--- config.mk ---
export PLATFORM = sky130hd
export DESIGN_NAME = pwr_mode_ctrl
export DESIGN_NICKNAME = d
export VERILOG_FILES = /design/src/rtl/pwr_mode_pkg.sv /design/src/rtl/pmc_cfg.sv /design/src/rtl/pmc_irq_gate.sv /design/src/rtl/pmc_osc_timer.sv /design/src/rtl/pmc_fsm.sv /design/src/rtl/pwr_mode_ctrl.sv
export SDC_FILE = /design/constraint.sdc
export NUM_CORES = 1
export LEC_CHECK = 0
export BUFFER_PORTS_ARGS = -buffer_cell sky130_fd_sc_hd__buf_2
export CAP_MARGIN = 5
export CORE_UTILIZATION = 50
export CTS_CLUSTER_DIAMETER = 60
export DETAILED_ROUTE_END_ITERATION = 8
export PLACE_DENSITY_LB_ADDON = 0.12
export SYNTH_ARGS = -nofsm -noshare
export SYNTH_HDL_FRONTEND = slang
export SYNTH_SLANG_ARGS = --single-unit
--- constraint.sdc ---
create_clock -name clk -period 5.2 [get_ports clk]
set_input_delay 0.52 -clock clk [delete_from_list [all_inputs] [get_ports clk]]
set_output_delay 0.52 -clock clk [all_outputs]
set_load 0.005 [all_outputs]
--- src/rtl/pwr_mode_pkg.sv ---
package pwr_mode_pkg;
    typedef enum logic [1:0] {
        PM_RUN  = 2'd0,
        PM_WAIT = 2'd1,
        PM_STOP = 2'd2,
        PM_DBG  = 2'd3
    } pm_state_e;
endpackage

--- src/rtl/pmc_cfg.sv ---
module pmc_cfg (
    input  logic clk,
    input  logic sys_rst,
    input  logic boot_dbg,
    input  logic cfg_we,
    input  logic cfg_dbg_en,
    input  logic cfg_keep_clk,
    output logic dbg_en,
    output logic keep_clk
);
    always_ff @(posedge clk) begin
        if (sys_rst) begin
            dbg_en   <= boot_dbg;
            keep_clk <= 1'b0;
        end else if (cfg_we) begin
            dbg_en   <= cfg_dbg_en;
            keep_clk <= cfg_keep_clk;
        end
    end
endmodule

--- src/rtl/pmc_irq_gate.sv ---
module pmc_irq_gate #(
    parameter int N_IRQ = 8
) (
    input  logic [N_IRQ-1:0] irq_pend,
    input  logic             gmask,
    input  logic             swi_req,
    input  logic             in_run,
    output logic             hw_wake,
    output logic             irq_take
);
    // hardware requests are qualified by the mask; software request is not
    always_comb begin
        hw_wake  = (|irq_pend) && !gmask;
        irq_take = in_run && (swi_req || hw_wake);
    end
endmodule

--- src/rtl/pmc_osc_timer.sv ---
module pmc_osc_timer #(
    parameter int RECOV_CYC = 16
) (
    input  logic clk,
    input  logic sys_rst,
    input  logic start,
    output logic busy,
    output logic done
);
    localparam int CW = $clog2(RECOV_CYC + 1);
    localparam logic [CW-1:0] LOAD = CW'(RECOV_CYC - 1);

    logic [CW-1:0] cnt;

    always_ff @(posedge clk) begin
        if (sys_rst) begin
            busy <= 1'b0;
            cnt  <= '0;
        end else if (start && !busy) begin
            busy <= 1'b1;
            cnt  <= LOAD;
        end else if (busy) begin
            if (cnt == '0) busy <= 1'b0;
            else           cnt  <= cnt - 1'b1;
        end
    end

    assign done = busy && (cnt == '0);
endmodule

--- src/rtl/pmc_fsm.sv ---
module pmc_fsm
    import pwr_mode_pkg::*;
(
    input  logic      clk,
    input  logic      sys_rst,
    input  logic      boot_dbg,
    input  logic      wait_req,
    input  logic      stop_req,
    input  logic      hw_wake,
    input  logic      wake_tick,
    input  logic      dbg_cmd,
    input  logic      dbg_exit,
    input  logic      dbg_en,
    input  logic      keep_clk,
    input  logic      tmr_busy,
    input  logic      tmr_done,
    output logic      tmr_start,
    output pm_state_e state,
    output logic      cpu_clk_en,
    output logic      osc_en,
    output logic      mask_clr,
    output logic      dbg_active
);
    pm_state_e nxt;
    logic      osc_kept;

    assign osc_kept = dbg_en || keep_clk;

    always_comb begin
        nxt       = state;
        tmr_start = 1'b0;
        if (sys_rst) begin
            nxt = boot_dbg ? PM_DBG : PM_RUN;
        end else begin
            unique case (state)
                PM_RUN: begin
                    if (wait_req)      nxt = PM_WAIT;
                    else if (stop_req) nxt = PM_STOP;
                end
                PM_WAIT: begin
                    if (dbg_cmd)      nxt = PM_DBG;
                    else if (hw_wake) nxt = PM_RUN;
                end
                PM_STOP: begin
                    if (tmr_busy) begin
                        if (tmr_done) nxt = PM_RUN;
                    end else if (dbg_cmd && dbg_en) begin
                        nxt = PM_DBG;
                    end else if (hw_wake || (wake_tick && keep_clk)) begin
                        if (osc_kept) nxt = PM_RUN;
                        else          tmr_start = 1'b1;
                    end
                end
                PM_DBG: begin
                    if (dbg_exit) nxt = PM_RUN;
                end
            endcase
        end
    end

    always_ff @(posedge clk) begin
        state <= nxt;
    end

    always_ff @(posedge clk) begin
        cpu_clk_en <= (nxt == PM_RUN) || (nxt == PM_DBG);
        osc_en     <= (nxt != PM_STOP) || osc_kept || tmr_start || tmr_busy;
        mask_clr   <= !sys_rst && (state == PM_RUN) && (nxt == PM_WAIT);
        dbg_active <= (nxt == PM_DBG);
    end
endmodule

--- src/rtl/pwr_mode_ctrl.sv ---
module pwr_mode_ctrl
    import pwr_mode_pkg::*;
#(
    parameter int N_IRQ     = 8,
    parameter int RECOV_CYC = 16
) (
    input  logic             clk,
    input  logic             sys_rst,
    input  logic             boot_dbg,
    input  logic             wait_req,
    input  logic             stop_req,
    input  logic [N_IRQ-1:0] irq_pend,
    input  logic             gmask,
    input  logic             swi_req,
    input  logic             wake_tick,
    input  logic             dbg_cmd,
    input  logic             dbg_exit,
    input  logic             cfg_we,
    input  logic             cfg_dbg_en,
    input  logic             cfg_keep_clk,
    output logic             cpu_clk_en,
    output logic             osc_en,
    output logic             mask_clr,
    output logic             dbg_active,
    output logic             irq_take,
    output logic             dbg_en,
    output logic             keep_clk,
    output logic [1:0]       mode
);
    pm_state_e state;
    logic      hw_wake;
    logic      tmr_start;
    logic      tmr_busy;
    logic      tmr_done;

    assign mode = state;

    pmc_cfg u_cfg (
        .clk          (clk),
        .sys_rst      (sys_rst),
        .boot_dbg     (boot_dbg),
        .cfg_we       (cfg_we),
        .cfg_dbg_en   (cfg_dbg_en),
        .cfg_keep_clk (cfg_keep_clk),
        .dbg_en       (dbg_en),
        .keep_clk     (keep_clk)
    );

    pmc_irq_gate #(.N_IRQ(N_IRQ)) u_gate (
        .irq_pend (irq_pend),
        .gmask    (gmask),
        .swi_req  (swi_req),
        .in_run   (state == PM_RUN),
        .hw_wake  (hw_wake),
        .irq_take (irq_take)
    );

    pmc_osc_timer #(.RECOV_CYC(RECOV_CYC)) u_timer (
        .clk     (clk),
        .sys_rst (sys_rst),
        .start   (tmr_start),
        .busy    (tmr_busy),
        .done    (tmr_done)
    );

    pmc_fsm u_fsm (
        .clk        (clk),
        .sys_rst    (sys_rst),
        .boot_dbg   (boot_dbg),
        .wait_req   (wait_req),
        .stop_req   (stop_req),
        .hw_wake    (hw_wake),
        .wake_tick  (wake_tick),
        .dbg_cmd    (dbg_cmd),
        .dbg_exit   (dbg_exit),
        .dbg_en     (dbg_en),
        .keep_clk   (keep_clk),
        .tmr_busy   (tmr_busy),
        .tmr_done   (tmr_done),
        .tmr_start  (tmr_start),
        .state      (state),
        .cpu_clk_en (cpu_clk_en),
        .osc_en     (osc_en),
        .mask_clr   (mask_clr),
        .dbg_active (dbg_active)
    );
endmodule

### Word level (Yosys, flattened, before mapping)

Index checks and enable logic that the tools add are counted.

* output and inout port bits: 9
* bits of input ports: 21
* register bits after elaboration: 14

* equal/unequal tests: 7
* $add $sub $neg: 1
* reduce and logical (&&, ||, !) cells: 27
* multiplexer cells: 27
* bitwise operators: 1

Operator list (count)
* two-way mux 2 bit: 12
* two-way mux 4 bit: 3
* two-way mux 1 bit: 11
* logical AND 1 bit: 8
* one-hot mux 2 bit (4 select lines): 1
* OR reduction 8 bit: 1
* logical OR 1 bit: 7
* equality test 2 bit, second input constant: 3
* logical NOT 5 bit: 1
* subtractor 5 x 1 -> 5 bit, second input constant: 1
* equality test 2 x 1 -> 1 bit, second input constant: 2
* logical NOT 2 bit: 2
* AND reduction 2 bit: 2
* nonzero test 2 bit: 2
* logical NOT 1 bit: 3
* != test 2 x 1 -> 1 bit, second input constant: 1
* != test 2 bit, second input constant: 1
* OR reduction 2 bit: 1
* NOT 1 bit: 1

### Longest topological paths before layout

* word-level depth: 12
* mapped depth: 8
* mapped depth without buffers: 8

### Hierarchy

Synthesis repeated with hierarchy kept, for this count alone.

* cell total of the unflattened synthesis: 82
* area, all modules: 785.8 um2

Modules (own cells, without submodules)
* pmc_fsm: times used 1, area each 342.8 um2, cells each 37, seq. area each 120.1 um2
* pmc_osc_timer: times used 1, area each 322.8 um2, cells each 34, seq. area each 120.1 um2
* pmc_cfg: times used 1, area each 85.1 um2, cells each 6, seq. area each 50.0 um2
* pmc_irq_gate: times used 1, area each 31.3 um2, cells each 4, seq. area each 0.0 um2
* pwr_mode_ctrl: times used 1, area each 3.8 um2, cells each 1, seq. area each 0.0 um2

### Worst setup path before layout

No wires, ideal clock.

* path type: flip-flop to flip-flop
* from: register u_timer.cnt[0]
* to: register u_fsm.cpu_clk_en
* stages on the path, launching flop included: 8
* period minus slack after synthesis: 1921 ps
* arrival: 1799 ps
* path slack: 3279 ps
* path through: dfxtp_1 -> inv_1 -> ha_1 -> or4b_4 -> nand2_4 -> o21bai_4 -> a221o_1 -> ha_1

* longest elaborated chain between the ends: 8
* elaborated cells between the ends (all ways): 9

RTL lines
* start: declaration: line pmc_osc_timer.sv:13 `logic [CW-1:0] cnt;`
* start signal: assignment: line pmc_osc_timer.sv:24 `else cnt <= cnt - 1'b1;`
* logical NOT 5 bit *: line pmc_osc_timer.sv:28 `assign done = busy && (cnt == '0);`
* logical AND 1 bit *: line pmc_osc_timer.sv:28
* two-way mux 2 bit *: line pmc_fsm.sv:46 `if (tmr_done) nxt = PM_RUN;`
* two-way mux 2 bit *: line pmc_fsm.sv:45 `if (tmr_busy) begin`
* one-hot mux 2 bit (4 select lines) *: line pmc_fsm.sv:35 `unique case (state)`
* two-way mux 2 bit *: line pmc_fsm.sv:32 `if (sys_rst) begin`
* net u_fsm.nxt[1]: line pmc_fsm.sv:24 `pm_state_e nxt;`
* equality test 2 bit or logical NOT 2 bit (tied branches): line pmc_fsm.sv:66 `cpu_clk_en <= (nxt == PM_RUN) || (nxt == PM_DBG);`
* logical OR 1 bit *: line pmc_fsm.sv:66
* end signal: assignment: line pmc_fsm.sv:66
* end: declaration: line pmc_fsm.sv:19 `output logic cpu_clk_en,`

The timed path passes the listed nets; every way through them passes the cells marked *.
A chain may end at the register's enable or synchronous reset.

### Worst setup path in the final report

Same ends and word-level chain as after synthesis.

==> run metrics <==
die width 40.8 um; post-synth cell types 33; Die Area 1670 um2; post-route cell area between 900 and 1000 um2; RSZ-0062 raised after global routing no; Critical Path RT 5.37 ns; Post-synth EDFFs 1; main combinational cell family by area after synthesis simple AND/OR/NAND/NOR gates; Hold Path Origin cfg_keep_clk; post-synthesis xor/xnor area fraction around 2.3%; CTS Sinks 14; first-pass GRT wire length around 2.3 mm; Async S/R FF share, synth 0%; mapped cell area roughly 750 um2; Peak Freq 0.485 GHz; Critical Path Fanout Max 5; post-synthesis mux area share 2.66%; WL final 1.50 mm; ranking of synthesized cells by area dfxtp_1 (35%), ha_1 (8.3%), edfxtp_1 (4.0%); predominant post-synthesis flop cell dfxtp_1; Yosys top cell by area dfxtp_1; Core ar. 1350 um2; deepest clock path buffer count 2; Antenna Diode Count 0; cell leakage power 0.425 nW; yosys warns 0; Pre-antenna DRT Iters 4; average via count per standard cell 5.57; final setup vio count 0; Crit. End Element flip-flop; CTS clk-pin slew, worst paths 0.08 ns; Die Span Y 40.8 um; Power Internal ~0.20 mW; Post-DP Area 897 um2; register area share after synthesis 38.5%; Max Clock Skew around 0.0030 ns; number of max-slew violations in the final report 0; Post-Syn Nets 109; VDD IR max about 170 uV; Initial DRC Count 11; IO Count 30; Crit. Startpoint u_timer.cnt[0]$_SDFFE_PP0P_; port bufs 29; Final ANT Viol Nets 0; fin nets between 100 and 150; via count 708; TritonCTS clock tree yes; syn avg cell area 9.07 um2; Logic pwr share 25.9%; fin crit share 39.6%; Synth Register Bits 14; CTS buffer count 3; final global-route overflow total 0; most numerous cell in the Yosys netlist dfxtp_1; outcome complete, no violations; final hold slack 0.474 ns; simple-gate share of the synthesized area 25.2%; Clock Tree Root clkbuf_4; GP Congestion 0.800; Sw Share 29.5%; crit path time final 2.06 ns; initial antenna violation count 0; Post-CTS Resized 0; Clk network pwr share 26.6%; critical path arrival about 2.2 ns; Post-DP HPWL 1.16 mm; DRC Markers 0; Adder-Cell Fraction of Synth Area 8.31%; vias in the first global route 537; Worst-Skew Late Latency 0.28 ns; share of post-route cells with drive strength above 1 33.9%; GR Util All Layers 20.6%; crit start category flip-flop; CTS Hold Bufs 0; pin count of the biggest net entering global routing 18; measured slew at the worst slew-check pin 0.486 ns; Post-synth top cells dfxtp_1 (13), nor2_1 (8); H-tree Lvls 1; Initial Utilization a little under three fifths; routed len/inst 11.8 um; setup_tns 0 ns; kind of critical path reg2reg; Area Growth Syn to Fin 23.9%; register share of total power 47.4%; Net Switching between 0.08 and 0.09 mW; Crit Reg-Reg Startpoint u_timer.cnt[0]$_SDFFE_PP0P_; Rows 13; max cap viols 0; Cells after Synth 83; area fraction of the dominant cell type after synthesis 34.6%; fillcell total 124; HP Class in2reg; Post-CTS Setup Bufs 0; final hold violation count 0; Final Util between 60 and 70%; Worst slew margin 67.2%; PD cells 311 nW/um2; post-synthesis compound-gate area fraction 18.3%
## path summary, 6_finish.rpt
path | to | cells past startpoint | slack, ns
setup reg to reg | u_fsm.cpu_clk_en$_DFF_P_ | 7 | 3.14
hold / removal | u_cfg.keep_clk$_SDFFE_PP0P_ | 3 | 0.47
hold reg to reg | u_timer.cnt[1]$_SDFFE_PP0P_ | 2 | 0.51
setup / recovery | u_fsm.cpu_clk_en$_DFF_P_ | 7 | 3.14
## area by class of cell
class,instances,area (um2),share of cell area [%]
well taps,15,18.8,2.01
multi-input cells,61,428,45.8
repair buffers,29,145,15.5
clock buffers,4,36.3,3.89
inverters,4,15.0,1.61
flip-flops and latches,14,290,31.1
## cells by family after synthesis
group	Yosys count
XOR/XNOR	2
buffers and inverters	8
AO/OA/AOI/OAI	19
adder cells (fa/ha/maj)	5
flip-flops	14
AND/OR/NAND/NOR	33
multiplexers	2
## registers in the layout, summed over array words and instances, names as in the netlist
| signal | flops |
|---|---|
| u_cfg.dbg_en | 1 |
| u_fsm.dbg_active | 1 |
| u_timer.cnt | 5 |
| u_timer.busy | 1 |
| u_fsm.state | 2 |
| u_fsm.cpu_clk_en | 1 |
| u_fsm.mask_clr | 1 |
| u_cfg.keep_clk | 1 |
| u_fsm.osc_en | 1 |
## per-layer routing
layer	track usage, %	vias up	routed length [um]
met1	29.9	320	744
met2	29.7	25	658
met5	0	-	0
met3	4.89	2	77
met4	5.83	0	19
li1	-	361	-
## power groups by stage
stage,logic (mW),registers (mW),clock network [mW]
after floorplan,0.0548,0.132,0
final,0.0752,0.138,0.0773
after global routing,0.0861,0.141,0.0834
after detailed placement,0.0748,0.140,0
after CTS,0.0758,0.137,0.0793
after global placement,0.0719,0.140,0
## through the flow
step / setup slack (ns) / total power, mW / instances
global placement: 3.21 / 0.212 / 123
finish: 3.14 / 0.290 / 127
detailed placement: 3.10 / 0.215 / 123
global route: 2.91 / 0.310 / 127
CTS: 3.12 / 0.292 / 127
floorplan: 3.28 / 0.187 / 83
## critical path: stages, from the launching register on
cell and delay [ns]:
dfxtp_1 0.32, inv_1 0.11, ha_1 0.17, or4b_4 0.49
nand2_4 0.13, o21bai_4 0.06, a221o_1 0.37, ha_1 0.30
## placed cells by master, fill, tap and decap left out, types with 2 or more instances in the layout
cell,netlist,routed
dfxtp_1,13,13
clkbuf_4,0,3
or2_2,2,2
nor4_1,2,2
a21oi_1,4,4
nor3_1,5,5
inv_1,4,4
nor4b_1,2,2
o21ai_0,5,5
nand3_1,2,2
nand4b_1,2,2
mux2i_1,2,2
buf_2,0,29
nor2_1,8,8
nand2_1,5,5
a31oi_1,2,2
a221oi_1,2,2
ha_1,5,5
(Power assumes the default switching activity.)
